<file path="src/rtl/pkt_tx_pkg.sv">
`timescale 1ns/1ps
package pkt_tx_pkg;

    typedef enum logic [3:0] {
        ST_IDLE,
        ST_PREAMBLE,
        ST_SYNC,
        ST_GROUP,
        ST_HEADER,
        ST_LENGTH,
        ST_PAYLOAD,
        ST_CRC_LO,
        ST_CRC_HI,
        ST_TAIL
    } seq_state_e;

    localparam logic [15:0] CRC_POLY = 16'hA001;
    localparam logic [15:0] CRC_SEED = 16'hFFFF;

    // One byte of the reflected CRC-16, LSB first.
    function automatic logic [15:0] crc16_step(input logic [15:0] c, input logic [7:0] d);
        logic [15:0] r;
        r = c ^ {8'h00, d};
        for (int i = 0; i < 8; i++) begin
            r = r[0] ? ((r >> 1) ^ CRC_POLY) : (r >> 1);
        end
        return r;
    endfunction

endpackage

</file>
<file path="src/rtl/pkt_tx_buf.sv">
`timescale 1ns/1ps
module pkt_tx_buf #(
    parameter int DEPTH = 66,
    parameter int AW    = 7
) (
    input  logic          clk,
    input  logic          wr_en,
    input  logic [AW-1:0] wr_addr,
    input  logic [7:0]    wr_data,
    input  logic [AW-1:0] rd_addr,
    output logic [7:0]    rd_data
);
    logic [7:0] mem [DEPTH];

    always_ff @(posedge clk) begin
        if (wr_en && (int'(wr_addr) < DEPTH)) begin
            mem[wr_addr] <= wr_data;
        end
    end

    assign rd_data = (int'(rd_addr) < DEPTH) ? mem[rd_addr] : 8'h00;
endmodule

</file>
<file path="src/rtl/pkt_tx_crc.sv">
`timescale 1ns/1ps
module pkt_tx_crc (
    input  logic        clk,
    input  logic        rst_n,
    input  logic        seed_en,
    input  logic        upd_en,
    input  logic [7:0]  din,
    output logic [15:0] crc
);
    import pkt_tx_pkg::*;

    always_ff @(posedge clk or negedge rst_n) begin
        if (!rst_n) begin
            crc <= CRC_SEED;
        end else if (seed_en) begin
            crc <= crc16_step(CRC_SEED, din);
        end else if (upd_en) begin
            crc <= crc16_step(crc, din);
        end
    end
endmodule

</file>
<file path="src/rtl/pkt_tx_seq.sv">
`timescale 1ns/1ps
module pkt_tx_seq #(
    parameter int          MAX_LEN   = 66,
    parameter int          PRE_N     = 3,
    parameter int          TAIL_N    = 2,
    parameter int          ID_W      = 5,
    parameter logic [7:0]  SYNC_BYTE = 8'h2D,
    parameter logic [7:0]  FILL_BYTE = 8'hAA,
    parameter int          AW        = $clog2(MAX_LEN)
) (
    input  logic            clk,
    input  logic            rst_n,
    input  logic [ID_W-1:0] node_id,
    input  logic [7:0]      grp_in,
    input  logic [7:0]      hdr_in,
    input  logic [7:0]      len_in,
    input  logic            wr_en,
    input  logic [AW-1:0]   wr_addr,
    input  logic [7:0]      wr_data,
    input  logic            start,
    input  logic            byte_req,
    output logic [7:0]      tx_byte,
    output logic            tx_valid,
    output logic            idle_cmd,
    output logic            busy
);
    import pkt_tx_pkg::*;

    localparam int LEN_W = $clog2(MAX_LEN + 1);
    localparam logic [LEN_W-1:0] PRE_LAST  = LEN_W'(PRE_N - 1);
    localparam logic [LEN_W-1:0] TAIL_LAST = LEN_W'(TAIL_N - 1);
    localparam logic [LEN_W-1:0] LEN_CAP   = LEN_W'(MAX_LEN);
    localparam int DST_BIT = 6;

    seq_state_e       state_q, state_d;
    logic [LEN_W-1:0] cnt_q, cnt_d;
    logic [LEN_W-1:0] len_q;
    logic [7:0]       grp_q, hdr_q;
    logic [7:0]       cur_byte, pay_byte;
    logic [15:0]      crc;
    logic             launch, take, last, crc_upd;
    logic [LEN_W-1:0] len_clamped;
    logic [7:0]       hdr_eff;

    assign launch = start && (state_q == ST_IDLE);
    assign take   = byte_req && (state_q != ST_IDLE);
    assign busy   = (state_q != ST_IDLE);

    assign len_clamped = (int'(len_in) > MAX_LEN) ? LEN_CAP : len_in[LEN_W-1:0];
    assign hdr_eff     = hdr_in[DST_BIT] ? hdr_in : {hdr_in[7:ID_W], node_id};

    pkt_tx_buf #(.DEPTH(MAX_LEN), .AW(AW)) buf_i (
        .clk     (clk),
        .wr_en   (wr_en),
        .wr_addr (wr_addr),
        .wr_data (wr_data),
        .rd_addr (AW'(cnt_q)),
        .rd_data (pay_byte)
    );

    assign crc_upd = take && ((state_q == ST_HEADER) || (state_q == ST_LENGTH) ||
                              (state_q == ST_PAYLOAD));

    pkt_tx_crc crc_i (
        .clk     (clk),
        .rst_n   (rst_n),
        .seed_en (launch),
        .upd_en  (crc_upd),
        .din     (launch ? grp_in : cur_byte),
        .crc     (crc)
    );

    // Byte for the current state
    always_comb begin
        unique case (state_q)
            ST_PREAMBLE: cur_byte = FILL_BYTE;
            ST_SYNC:     cur_byte = SYNC_BYTE;
            ST_GROUP:    cur_byte = grp_q;
            ST_HEADER:   cur_byte = hdr_q;
            ST_LENGTH:   cur_byte = 8'(len_q);
            ST_PAYLOAD:  cur_byte = pay_byte;
            ST_CRC_LO:   cur_byte = crc[7:0];
            ST_CRC_HI:   cur_byte = crc[15:8];
            ST_TAIL:     cur_byte = FILL_BYTE;
            default:     cur_byte = 8'h00;
        endcase
    end

    // Next state
    always_comb begin
        state_d = state_q;
        cnt_d   = cnt_q;
        last    = 1'b0;
        if (launch) begin
            state_d = ST_PREAMBLE;
            cnt_d   = '0;
        end else if (take) begin
            unique case (state_q)
                ST_PREAMBLE: begin
                    if (cnt_q == PRE_LAST) begin
                        state_d = ST_SYNC;
                        cnt_d   = '0;
                    end else begin
                        cnt_d = cnt_q + 1'b1;
                    end
                end
                ST_SYNC:   state_d = ST_GROUP;
                ST_GROUP:  state_d = ST_HEADER;
                ST_HEADER: state_d = ST_LENGTH;
                ST_LENGTH: begin
                    state_d = (len_q == '0) ? ST_CRC_LO : ST_PAYLOAD;
                    cnt_d   = '0;
                end
                ST_PAYLOAD: begin
                    if (cnt_q == len_q - 1'b1) begin
                        state_d = ST_CRC_LO;
                        cnt_d   = '0;
                    end else begin
                        cnt_d = cnt_q + 1'b1;
                    end
                end
                ST_CRC_LO: state_d = ST_CRC_HI;
                ST_CRC_HI: begin
                    state_d = ST_TAIL;
                    cnt_d   = '0;
                end
                ST_TAIL: begin
                    if (cnt_q == TAIL_LAST) begin
                        state_d = ST_IDLE;
                        cnt_d   = '0;
                        last    = 1'b1;
                    end else begin
                        cnt_d = cnt_q + 1'b1;
                    end
                end
                default: ;
            endcase
        end
    end

    // State register and packet fields captured at start
    always_ff @(posedge clk or negedge rst_n) begin
        if (!rst_n) begin
            state_q <= ST_IDLE;
            cnt_q   <= '0;
            grp_q   <= '0;
            hdr_q   <= '0;
            len_q   <= '0;
        end else begin
            state_q <= state_d;
            cnt_q   <= cnt_d;
            if (launch) begin
                grp_q <= grp_in;
                hdr_q <= hdr_eff;
                len_q <= len_clamped;
            end
        end
    end

    // Registered outputs
    always_ff @(posedge clk or negedge rst_n) begin
        if (!rst_n) begin
            tx_byte  <= '0;
            tx_valid <= 1'b0;
            idle_cmd <= 1'b0;
        end else begin
            tx_valid <= take;
            idle_cmd <= last;
            if (take) begin
                tx_byte <= cur_byte;
            end
        end
    end
endmodule

</file>
<file path="config.mk">
export PLATFORM = sky130hd
export DESIGN_NAME = pkt_tx_seq
export DESIGN_NICKNAME = d
export VERILOG_FILES = /design/src/rtl/pkt_tx_pkg.sv /design/src/rtl/pkt_tx_buf.sv /design/src/rtl/pkt_tx_crc.sv /design/src/rtl/pkt_tx_seq.sv
export SDC_FILE = /design/constraint.sdc
export NUM_CORES = 1
export LEC_CHECK = 0
export BUFFER_PORTS_ARGS = -buffer_cell sky130_fd_sc_hd__buf_2
export CAP_MARGIN = 30
export CORE_MARGIN = 8
export CORE_UTILIZATION = 55
export DETAILED_ROUTE_END_ITERATION = 12
export GPL_TIMING_DRIVEN = 0
export PLACE_DENSITY_LB_ADDON = 0.2
export SYNTH_ARGS = -nofsm -noshare
export SYNTH_HDL_FRONTEND = slang
export SYNTH_HIERARCHICAL = 1
export SYNTH_SLANG_ARGS = --single-unit
</file>
<file path="constraint.sdc">
create_clock -name clk -period 5.35 [get_ports clk]
set_clock_uncertainty 0.1 [all_clocks]
set_input_delay 0.535 -clock clk [delete_from_list [all_inputs] [get_ports clk]]
set_output_delay 0.535 -clock clk [all_outputs]
set_load 0.01 [all_outputs]
</file>
# Word level (Yosys, flattened, before mapping)
# Memory sizes are Yosys's and may differ from the RTL's.
# Index checks and enable logic that the tools add are counted.
# Widths: inputs -> output; s select.
[op_classes]
n_addsub = 2
magnitude_cmp = 3
eq_ne = 15
mux = 42
bitwise_logic = 18
reduce_logical = 17
[op_table]
columns = ["operator", "n"]
rows = [
  ["$mux 16", 18],
  ["$pmux 8 s8", 1],
  ["$mux 7", 7],
  ["$not 2->3", 16],
  ["$pmux 4 s9", 1],
  ["$pmux 7 s4", 1],
  ["$mux 4", 5],
  ["$eq 4x3->1 const B", 4],
  ["$mux 8", 2],
  ["$not 8->16", 1],
  ["$xor 16x8->16", 1],
  ["$lt 7x7->1 const B", 2],
  ["$reduce_bool 10->1", 1],
  ["$eq 4x2->1 const B", 2],
  ["$eq 4x4->1 const B", 2],
  ["$gt 8x7->1 const B", 1],
  ["$add 7x1->7 const B", 1],
  ["$eq 7x1->1 const B", 1],
  ["$eq 7x2->1 const B", 1],
  ["$eq 7x7->1", 1],
  ["$logic_not 7->1", 1],
  ["$mux 1", 7],
  ["$sub 7x1->7 const B", 1],
  ["$ne 3x3->1 const B", 2],
  ["other kinds (11)", 17],
]
[word_totals]
register_bits = 60
mem_bits_rw = 528
input_bits = 49
out_inout_bits = 11
word_cells = 107
n_memories = 1
[mem_list]
columns = ["memory", "words", "width", "read_ports", "rd_ports_with_merged_regs", "write_ports", "line_no", "rtl"]
rows = [
  ["buf_i.mem", 66, 8, 1, 0, 1, "pkt_tx_buf.sv:13", "logic [7:0] mem [DEPTH];"],
]

# Longest topological paths before layout
# Gate-level depths: netlist of run 1.
[logic_depth]
ltp_word = 23
ltp_mapped = 19
depth_no_buf = 14

# Modules after synthesis
# The synthesis of run 1 kept the hierarchy.
[modules_own_cells]
columns = ["module", "instances", "cells_each", "area_each_um2", "seq_area_each_um2"]
rows = [
  ["pkt_tx_buf", 1, 985, 20739.9, 15855.2],
  ["pkt_tx_seq", 1, 337, 2829.0, 1101.1],
  ["pkt_tx_crc", 1, 115, 1118.6, 420.4],
]

# Least setup slack after synthesis of run 1
# OpenSTA, ideal clock, no wires.
[synth_path]
path_type = "register to register"
start = "register cnt_q[1]"
end = "register crc_i.crc[0]"
setup_time_ps = 86
t_arrival_ps = 3652
required_ps = 5164
setup_slack_ps = 1512
path_stages_with_launch = 18
n_path_buf = 3
synth_period_minus_slack_ps = 3838
path_cell_list = "dfrtp_1 buf_6 buf_12 buf_8 or4b_4 o22ai_1 a211oi_1 a21oi_1 o41ai_1 nor3b_1 a2111oi_0 a31oi_1 nand2_1 xor2_2 xnor2_2 xor3_2 xnor2_1 o31ai_2"
[synth_via]
word_cells_on_any_way = 39
classes_between = "order compare: 1; mux: 21; bitwise: 16; memory: 1"
[synth_rtl]
columns = ["item", "line_no", "rtl"]
rows = [
  ["from (decl)", "pkt_tx_seq.sv:36", "logic [LEN_W-1:0] cnt_q, cnt_d;"],
  ["from (signal assigned)", "pkt_tx_seq.sv:151", "cnt_q <= cnt_d;"],
  ["$mem_v2 66x8 or $lt 7x7->1 (tied branches)", "-", ""],
  ["$mux 8 (*)", "pkt_tx_buf.sv:21", "assign rd_data = (int'(rd_addr) < DEPTH) ? mem[rd_addr] : 8'h00;"],
  ["named net pay_byte[0]", "pkt_tx_seq.sv:39", "logic [7:0] cur_byte, pay_byte;"],
  ["$pmux 8 s8 (*)", "pkt_tx_seq.sv:75", "unique case (state_q)"],
  ["$mux 8 (*)", "pkt_tx_seq.sv:69", ".din (launch ? grp_in : cur_byte),"],
  ["$xor 16x8->16", "pkt_tx_pkg.sv:23", "r = c ^ {8'h00, d};"],
  ["$mux 16 (8 in series)", "pkt_tx_pkg.sv:25", "r = r[0] ? ((r >> 1) ^ CRC_POLY) : (r >> 1);"],
  ["$mux 16", "pkt_tx_crc.sv:17", "end else if (upd_en) begin"],
  ["$mux 16 (*)", "pkt_tx_crc.sv:15", "end else if (seed_en) begin"],
  ["to (signal assigned)", "pkt_tx_crc.sv:16", "crc <= crc16_step(CRC_SEED, din);"],
  ["to (signal assigned)", "pkt_tx_crc.sv:18", "crc <= crc16_step(crc, din);"],
  ["to (decl)", "pkt_tx_crc.sv:8", "output logic [15:0] crc"],
]
# Mark *: on every way through the listed nets, which the timed path passes. The rest lies on a longest branch. The select of a mux whose other input is x is not followed.
# A chain may end at the register's enable or synchronous reset.

# Worst setup path in the final report of run 1
[layout_path]
start = "register cnt_q[3]"
end = "register crc_i.crc[0]"
# Same word-level chain as after synthesis.

==> run metrics, run 1 <==
clock root buffer=clkbuf_16; Worst Hold Class=input port to flop; cell area after placement=0.0259 mm2; Initial DRC Count=1737; met3 Use GR=5.73%; fin worst setup slack=0.197 ns; relative slew slack=31.2%; row cnt=77; Clock Latency Late Sink=0.64 ns; Placeable Area=0.0442 mm2; Num Clock Sinks=588; DR pass1 iterations=8; clk buf depth=3; GRT Max-Usage Layer=met2; Vias/cell=6.41; Main synth FF type=edfxtp_1; largest net degree at the start of global routing=51; boundary pin count=60; Most common cell on crit path=buf_2; setup tns final=0 ns; CP endpoint kind=flop; Final GP Congestion=0.943; post-synthesis instance area=0.0247 mm2; H-tree lvl count=2; vias in the first global route=14100; Cell Pwr Density=492 mW/mm2; met2 usage=38.2%; Yosys cell types=82; dpl ws=-0.0436 ns; TritonCTS clock tree=built; final period utilization=96.3%; fmax=194 MHz; Pins Over Slew Limit=0; fin nets=1621; drt drc=0; DR vias=14200; crit-path cells=clkbuf_4 -> buf_2 -> buf_2 -> nor2_1 -> a211oi_1 -> a21oi_1 -> o41ai_1 -> nor3b_1 -> a2111oi_0 -> a31oi_1 -> nand2_1 -> xor2_2 -> xnor2_2 -> xor3_2 -> xnor2_1 -> o31ai_2; # Post-CTS Setup Buffers=0; Req. time, crit path=5.76 ns; final non-filler cell area=0.0279 mm2; Die Span Y=228 um; Initial Util=55.8%; die width=228 um; initial antenna violation count=1; Synth area leader=edfxtp_1; Clk pin slew, worst setup/hold paths=0.06 ns; RSZ-0062 raised after global routing=no; post-layout minimum cycle time=5.15 ns; Seq/Total Area, Yosys=70.4%; WL/cell=28.7 um; IO Port Bufs=57; Mean Syn Cell Area=17.2 um2; main area contributors after synthesis=edfxtp_1, mux4_2, dfrtp_1, mux4_1, mux2i_1; final hold violation count=0; Final Total Pwr=13.7 mW; die footprint=0.0519 mm2; CP Class=flop to flop; Yosys reg bits=588; maximum fanout along the worst path=19; critical-path cell with the highest stage delay=a2111oi_0; Final ANT Viol Nets=0; YS warnings=6; critical path arrival=5.57 ns; outcome=complete, no violations; P&R area growth vs syn=12.9%; Total GRT Usage=24.1%; Slew @ Worst Pin=1.03 ns; top-area cell type share of the netlist area=64.2%; Critical Path Max Stage Delay=0.58 ns; Mapped Cells=1437; async set-or-reset flop fraction in the synthesized netlist=10.2%; first-pass GRT wire length=93.2 mm; GRT overflow=0; Peak VDD IR=658 uV; HPWL Detailed=43.7 mm; syn nets=1490; cts bufs inserted=58; startpoint types=flop; final wirelength=63.3 mm; Leakage=9.15 nW; EDFF count, synth=528; share of cells above drive strength 1=22.0%; GR Util met1=32.7%; ANT cells=0; setup violators final=0; Max-Cap Viols=0
-- final timing paths --
check	start	end	slack (ns)	cells after the start
min in group asynchronous	rst_n	state_q[3]	0.36	2
worst min register to register	grp_q[0]	grp_q[0]	0.38	2
worst min-delay path	grp_in[6]	grp_q[6]	0.04	3
max in group asynchronous	rst_n	cnt_q[1]	4.19	3
worst max-delay path	cnt_q[3]	crc_i/crc[0]	0.20	16
worst max register to register	cnt_q[3]	crc_i/crc[0]	0.20	16
-- Yosys cell counts, types with 17 or more instances --
cell	number
a21oi_1	37
mux4_2	90
mux4_1	25
nor2_1	112
nor2b_1	18
nand2_1	100
dfrtp_1	44
edfxtp_1	528
nand3_1	29
o21ai_0	28
o21ai_1	21
a22oi_1	17
xnor2_1	21
mux2i_1	51
o22ai_1	38
buf_2	27
-- cell families (layout without fill, tap and decap cells) --
kind of cell,Yosys count,after routing,synth area share [%]
compound gates,204,204,5.37
simple gates,325,325,6.24
mux,183,183,13.7
buf+inv,92,271,2.33
flops,588,588,70.4
fa+ha+maj,4,4,0.203
xor+xnor,41,41,1.76
-- area by class of cell --
class,count,area (um2)
Inverter,19,71.3
Tap cell,592,741
Clock inverter,39,410
Sequential cell,588,17400
Fill cell,3132,16300
Timing Repair Buffer,72,522
Multi-Input combinational cell,757,6740
Buffer,72,503
Clock buffer,69,1510
-- routing by layer --
layer | vias up | wire [um]
li1 | 6000 | -
met1 | 7203 | 25000
met2 | 806 | 29900
met3 | 142 | 6220
met4 | 0 | 2160
met5 | - | 0
-- sequential cells by signal, indices dropped and copies added, names as in the netlist --
signal and count:
cnt_q 7, buf_i/mem 528, len_q 7, grp_q 8
idle_cmd 1, crc_i/crc 16, tx_byte 8, state_q 4
tx_valid 1, hdr_q 8
-- stage by stage --
stage	util (%)	cells	hold slack, ns
6_report	63.0	2208	0.0367
5_1_grt	63.0	2208	0.0327
4_1_cts	63.0	2207	0.00277
3_3_place_gp	58.1	2086	0.355
3_5_place_dp	58.6	2097	0.365
2_1_floorplan	-	1437	0.139
-- cell usage in the layout, fill, tap and decap left out, drive strengths merged, types with 15 or more instances in the layout --
| cell type | netlist | final |
|---|---|---|
| xnor2 | 22 | 22 |
| nand2 | 101 | 101 |
| clkbuf | 12 | 81 |
| edfxtp | 528 | 528 |
| mux2i | 51 | 51 |
| clkinv | 0 | 26 |
| mux4 | 115 | 115 |
| nor2 | 113 | 113 |
| dfstp | 16 | 16 |
| buf | 61 | 129 |
| xor2 | 15 | 15 |
| o22ai | 38 | 38 |
| dfrtp | 44 | 44 |
| a21oi | 39 | 39 |
| nor2b | 18 | 18 |
| a22oi | 17 | 17 |
| nand3 | 29 | 29 |
| mux2 | 17 | 17 |
| inv | 19 | 21 |
| o21ai | 49 | 49 |
-- critical path: cells and delay by family (launching register included) --
| family | cells | cell delay (ns) |
|---|---|---|
| xor gates and xnor gates | 4 | 1.11 |
| buffers and inverters | 3 | 1.18 |
| and+or+nand+nor | 3 | 0.50 |
| AOI/OAI and AO/OA | 6 | 1.61 |
| DFF | 1 | 0.53 |
-- what timing repair did --
item                                    in CTS  in global routing
endpoints found under the setup margin       1                  1
endpoints found under the hold margin       10                  0
hold buffers                                 3                  0
gates cloned                                 0                  0
resized for setup                            0                  1
-- report_power, final --
part           leakage, nW  switching (mW)  internal, mW
Sequential            5.47           0.221          5.26
Combinational         2.75            2.25          1.86
Clock                0.927            1.76          2.36
Total                 9.15            4.23          9.49
No activity file was read; power rests on OpenSTA's default activity.
==> inputs of run 2 (changes only) <==
--- a/config.mk
+++ b/config.mk
@@ -10,7 +10,7 @@
 export CORE_MARGIN = 8
 export CORE_UTILIZATION = 55
 export DETAILED_ROUTE_END_ITERATION = 12
-export GPL_TIMING_DRIVEN = 0
+export GPL_TIMING_DRIVEN = 1
 export PLACE_DENSITY_LB_ADDON = 0.2
 export SYNTH_ARGS = -nofsm -noshare
 export SYNTH_HDL_FRONTEND = slang
==> run 2 against run 1 <==
Against the previous run: worst setup slack improved by 0.30 ns; global-route usage decreased by 1.7 points; sequential share of layout area increased by 0.85 points; register-to-register slack improved by 0.30 ns; via count decreased by 3.5%; clock power decreased by 5.1%; combinational power decreased by 7.8%; highest routed layer unchanged; non-clock buffer count decreased by 38.
==> run metrics, run 2 (synthesized netlist as in run 1, its figures left out) <==
outcome=complete, no violations; DR pass1 iterations=5; final hold violation count=0; Largest regs=buf_i/mem (528), crc_i/crc (16); Die Span Y=228 um; worst r2r dst=crc_i/crc[0]; drt drc=0; ANT cells=0; Placeable Area=0.0442 mm2; Crit. path cell count=14; Cell Pwr Density=485 mW/mm2; Initial DRC Count=1626; fin util=62.2%; IO Port Bufs=59; post-layout minimum cycle time=4.86 ns; CP endpoint kind=flop; initial antenna violation count=0; register with the most flip-flops=buf_i/mem; Critical Path Start=cnt_q[1]; H-tree lvl count=2; critical-path cell with the highest stage delay=dfrtp_4; P&R area growth vs syn=11.5%; Clock Latency Late Sink=0.62 ns; hold wc startpoint=grp_in[6]; Peak VDD IR=615 uV; GRT overflow=0; # Post-CTS Setup Buffers=0; CP Class=flop to flop; clk buf depth=3; first-pass GRT wire length=87.8 mm; DR vias=13700; fin nets=1582; clock root buffer=clkbuf_16; final wirelength=59.0 mm; dpl ws=0.585 ns; setup violators final=0; startpoint types=flop; HPWL Detailed=38.2 mm; Vias/cell=6.31; TritonCTS clock tree=built; final non-filler cell total=2164; setup tns final=0 ns; worst r2r path cells=14; Max-Cap Viols=0; Worst Hold Class=input port to flop; Pins Over Slew Limit=0; Req. time, crit path=5.77 ns; die width=228 um; Critical Path Max Stage Delay=0.95 ns; largest net degree at the start of global routing=67; Slew @ Worst Pin=1.06 ns; Initial Util=55.8%; cell area after placement=0.0257 mm2; Num Clock Sinks=588; Final GP Congestion=0.887; cts bufs inserted=57; hold slack=0.0571 ns; worst r2r src=cnt_q[1]; relative slew slack=29.5%; die footprint=0.0519 mm2; WL/cell=27.3 um; Final Total Pwr=13.3 mW; critical path arrival=5.28 ns; RSZ-0062 raised after global routing=no; Final ANT Viol Nets=0; # resized after CTS=0; Leakage=8.95 nW; fin worst setup slack=0.493 ns; most used cells in the layout excluding fill and tap cells=edfxtp_1, nor2_1, nand2_1; boundary pin count=60; vias in the first global route=13500; maximum fanout along the worst path=42; final period utilization=90.8%; share of cells above drive strength 1=21.3%; crit-path cells=mux4_1 -> mux2i_1 -> a211oi_1 -> a21oi_1 -> o41ai_1 -> nor3b_1 -> a2111oi_0 -> a31oi_1 -> nand2_1 -> xor2_2 -> xnor2_2 -> xor3_2 -> xnor2_1 -> o31ai_2; R2R Setup Slk=0.49 ns; Clk pin slew, worst setup/hold paths=0.06 ns; Total GRT Usage=22.4%; Cells after DPL=2059; final non-filler cell area=0.0275 mm2; kind of cell adding the most delay to the critical path=XOR/XNOR gates; most common cell after layout, fill and taps aside=edfxtp_1; Worst setup endpoint=crc_i/crc[0]; Buf/Inv on CP=0; row cnt=77; max reg flops=528; fmax=206 MHz
run 2: cell types whose count changed in the layout (fill, tap and decap cells not counted), moves of 3 or more:
| cell | previous run | this run |
|---|---|---|
| clkbuf_1 | 21 | 13 |
| buf_2 | 83 | 59 |
| dfrtp_1 | 44 | 40 |
| buf_12 | 13 | 10 |
| clkinv_1 | 15 | 10 |
| buf_1 | 6 | 0 |
| buf_6 | 10 | 3 |
| buf_4 | 16 | 31 |
| dfrtp_4 | 0 | 3 |
run 2: final cells by class:
| type | count | area [um2] |
|---|---|---|
| clock buffers | 70 | 1480 |
| well taps | 592 | 741 |
| fillers | 3132 | 16700 |
| inverters | 19 | 71.3 |
| flip-flops and latches | 588 | 17400 |
| clock inverters | 32 | 314 |
| multi-input cells | 757 | 6740 |
| repair buffers | 106 | 792 |
run 2: worst min path at each step:
stage | to | slack, ns | depth (start not counted)
5_1_grt | grp_q[6] | 0.04 | 3
6_report | grp_q[6] | 0.06 | 3
3_3_place_gp | grp_q[2] | 0.36 | 2
4_1_cts | len_q[0] | 0.03 | 3
3_5_place_dp | grp_q[7] | 0.36 | 2
2_1_floorplan | cnt_q[0] | 0.14 | 0
run 2: what timing repair did:
action / 4_1_cts / 5_1_grt
setup endpoints to repair: 0 / 0
hold buffers: 3 / 0
hold endpoints to repair: 25 / 0
run 2: power breakdown:
group	internal, mW	leakage [nW]	switching, mW	total, mW
combinational	1.78	2.61	2.01	3.79
clock	2.20	0.867	1.72	3.92
sequential	5.26	5.47	0.361	5.63
run 2: per-layer routing:
metal	vias up	global-route usage, %	wire length, um
met4	0	6.20	1440
met3	102	5.15	5190
met5	-	0	0
met2	623	35.1	27900
met1	7023	31.5	24400
li1	5910	-	-
run 2: worst reg2reg max path, stage by stage (launching register included):
cell,delay (ns)
dfrtp_4,0.95
mux4_1,0.70
mux2i_1,0.31
a211oi_1,0.13
a21oi_1,0.26
o41ai_1,0.19
nor3b_1,0.21
a2111oi_0,0.10
a31oi_1,0.24
nand2_1,0.18
xor2_2,0.24
xnor2_2,0.26
xor3_2,0.51
xnor2_1,0.15
o31ai_2,0.23
==> inputs of run 3 (changes only) <==
--- a/config.mk
+++ b/config.mk
@@ -8,7 +8,7 @@
 export BUFFER_PORTS_ARGS = -buffer_cell sky130_fd_sc_hd__buf_2
 export CAP_MARGIN = 30
 export CORE_MARGIN = 8
-export CORE_UTILIZATION = 55
+export CORE_UTILIZATION = 50
 export DETAILED_ROUTE_END_ITERATION = 12
 export GPL_TIMING_DRIVEN = 1
 export PLACE_DENSITY_LB_ADDON = 0.2
==> run 3 against run 2 <==
Against the previous run: via count up 0.11%; maximum frequency down 1.1%; clock-buffer cell count up 3; wire length up 2.2%; final area up 0.56%; die area up 9.3%; sequential power about the same; worst setup slack worse by 0.053 ns; utilization down 5.6 points; register-to-register slack worse by 0.05 ns; hold slack worse by 0.015 ns; combinational power about the same; largest power group unchanged.
==> run metrics, run 3 (synthesized netlist as in run 1, its figures left out) <==
outcome=complete, no violations; DR vias=13700; # Post-CTS Setup Buffers=0; crit-path cells=buf_12 -> or4bb_1 -> o22ai_1 -> a211oi_1 -> a21oi_1 -> o41ai_1 -> nor3b_1 -> a2111oi_0 -> a31oi_1 -> nand2_1 -> xor2_2 -> xnor2_2 -> xor3_2 -> xnor2_1 -> o31ai_2; worst r2r src=cnt_q[0]; row cnt=81; worst r2r dst=crc_i/crc[0]; DR pass1 iterations=5; Vias/cell=6.08; WL/cell=26.8 um; critical path arrival=5.35 ns; clock power share=29.7%; RSZ-0062 raised after global routing=no; Sw Pwr=4.16 mW; most used cells in the layout excluding fill and tap cells=edfxtp_1, nor2_1, nand2_1; hold_buf cts=3; Hold Path Cell Cnt=3; ANT cells=0; first-pass GRT wire length=90.1 mm; CP endpoint kind=flop; R2R Setup Slk=0.44 ns; Placeable Area=0.0488 mm2; Initial DRC Count=1592; setup violators final=0; post-layout minimum cycle time=4.91 ns; maximum fanout along the worst path=41; boundary pin count=60; Worst Hold Class=input port to flop; Pins Over Slew Limit=0; cts bufs inserted=59; H-tree lvl count=2; Slew @ Worst Pin=0.989 ns; register with the most flip-flops=buf_i/mem; worst r2r path cells=15; Clk pin slew, worst setup/hold paths=0.06 ns; share of cells above drive strength 1=22.0%; Final GP Congestion=0.855; Req. time, crit path=5.79 ns; Peak VDD IR=441 uV; Sw Share=31.0%; clock root buffer=clkbuf_16; startpoint types=flop; Final ANT Viol Nets=0; Comb pwr share=28.4%; Leakage=8.99 nW; largest net degree at the start of global routing=67; relative slew slack=33.8%; TritonCTS clock tree=built; hold wc startpoint=grp_in[7]; Critical Path Max Stage Delay=0.95 ns; P_int=9.27 mW; drt drc=0; Total GRT Usage=21.3%; CP Class=flop to flop; final wirelength=60.3 mm; Initial Util=50.5%; Hold EP=grp_q[7]; final hold violation count=0; vias in the first global route=13800; dpl ws=0.472 ns; initial antenna violation count=0; fmax=204 MHz; Die Span Y=238 um; Largest regs=buf_i/mem (528), crc_i/crc (16); # resized after CTS=0; Clock Latency Late Sink=0.62 ns; final period utilization=91.8%; die footprint=0.0567 mm2; fin nets=1589; HPWL Detailed=38.8 mm; clk buf depth=3; die width=238 um; IO Port Bufs=59; max reg flops=528; fin util=56.6%; setup tns final=0 ns; critical-path cell with the highest stage delay=dfrtp_4; Cell Pwr Density=485 mW/mm2; P&R area growth vs syn=12.1%; sequential fraction of design power=41.9%; GRT overflow=0; Num Clock Sinks=588; fin worst setup slack=0.440 ns; most common cell after layout, fill and taps aside=edfxtp_1; Max-Cap Viols=0
-- run 3: changes by cell type in the layout (fill, tap and decap cells not counted) --
cell | previous run | this run
buf_4 | 31 | 40
clkinv_2 | 8 | 13
clkbuf_16 | 57 | 60
buf_12 | 10 | 8
buf_6 | 3 | 1
bufinv_16 | 5 | 3
clkinvlp_4 | 3 | 5
clkinv_4 | 2 | 3
clkinv_8 | 0 | 1
inv_16 | 1 | 0
-- run 3: worst max path at each step --
stage | from | end | slack, ns | cells past startpoint
floorplan | cnt_q[1] | crc_i/crc[0] | 1.51 | 17
global placement | cnt_q[1] | crc_i/crc[0] | 0.54 | 15
detailed placement | cnt_q[0] | crc_i/crc[0] | 0.47 | 15
CTS | cnt_q[0] | crc_i/crc[0] | 0.43 | 15
global route | cnt_q[1] | crc_i/crc[0] | 0.21 | 15
finish | cnt_q[0] | crc_i/crc[0] | 0.44 | 15
-- run 3: layout make-up --
cell class | instances | area, um2
inverters | 19 | 71.3
repair buffers | 111 | 797
multi-input cells | 757 | 6740
flip-flops and latches | 588 | 17400
well taps | 664 | 831
clock buffers | 73 | 1550
clock inverters | 38 | 299
fillers | 3823 | 21200
-- run 3: routing by layer --
layer,wire (um),vias up,global-route usage (%)
li1,-,5921,-
met1,24900,7055,29.2
met2,28400,592,33.8
met3,5310,105,5.35
met4,1730,0,6.22
met5,0,-,0
-- run 3: power by group through the flow --
stage	clock network (mW)	logic, mW	registers [mW]
2_1_floorplan	0	3.07	5.50
3_3_place_gp	0	3.77	5.72
3_5_place_dp	0	3.79	5.73
4_1_cts	4.04	3.81	5.64
5_1_grt	4.20	4.10	5.66
6_report	3.99	3.81	5.63
-- run 3: stage by stage --
step                std cells  cell area (um2)  power, mW  hold WS [ns]
detailed placement       2134            25800       9.51         0.357
finish                   2250            27700       13.4        0.0419
global route             2250            27700       14.0        0.0454
floorplan                1437            24700       8.57         0.139
global placement         2129            25700       9.49         0.359
CTS                      2248            27700       13.5        0.0119
-- run 3: worst max-delay path, delay by kind of cell, from the launching register on --
kind                      cells  cell delay [ns]
AOI/OAI and AO/OA             7             1.38
xor gates and xnor gates      4             1.18
buffers and inverters         1             0.26
DFF                           1             0.95
and+or+nand+nor               3             0.89
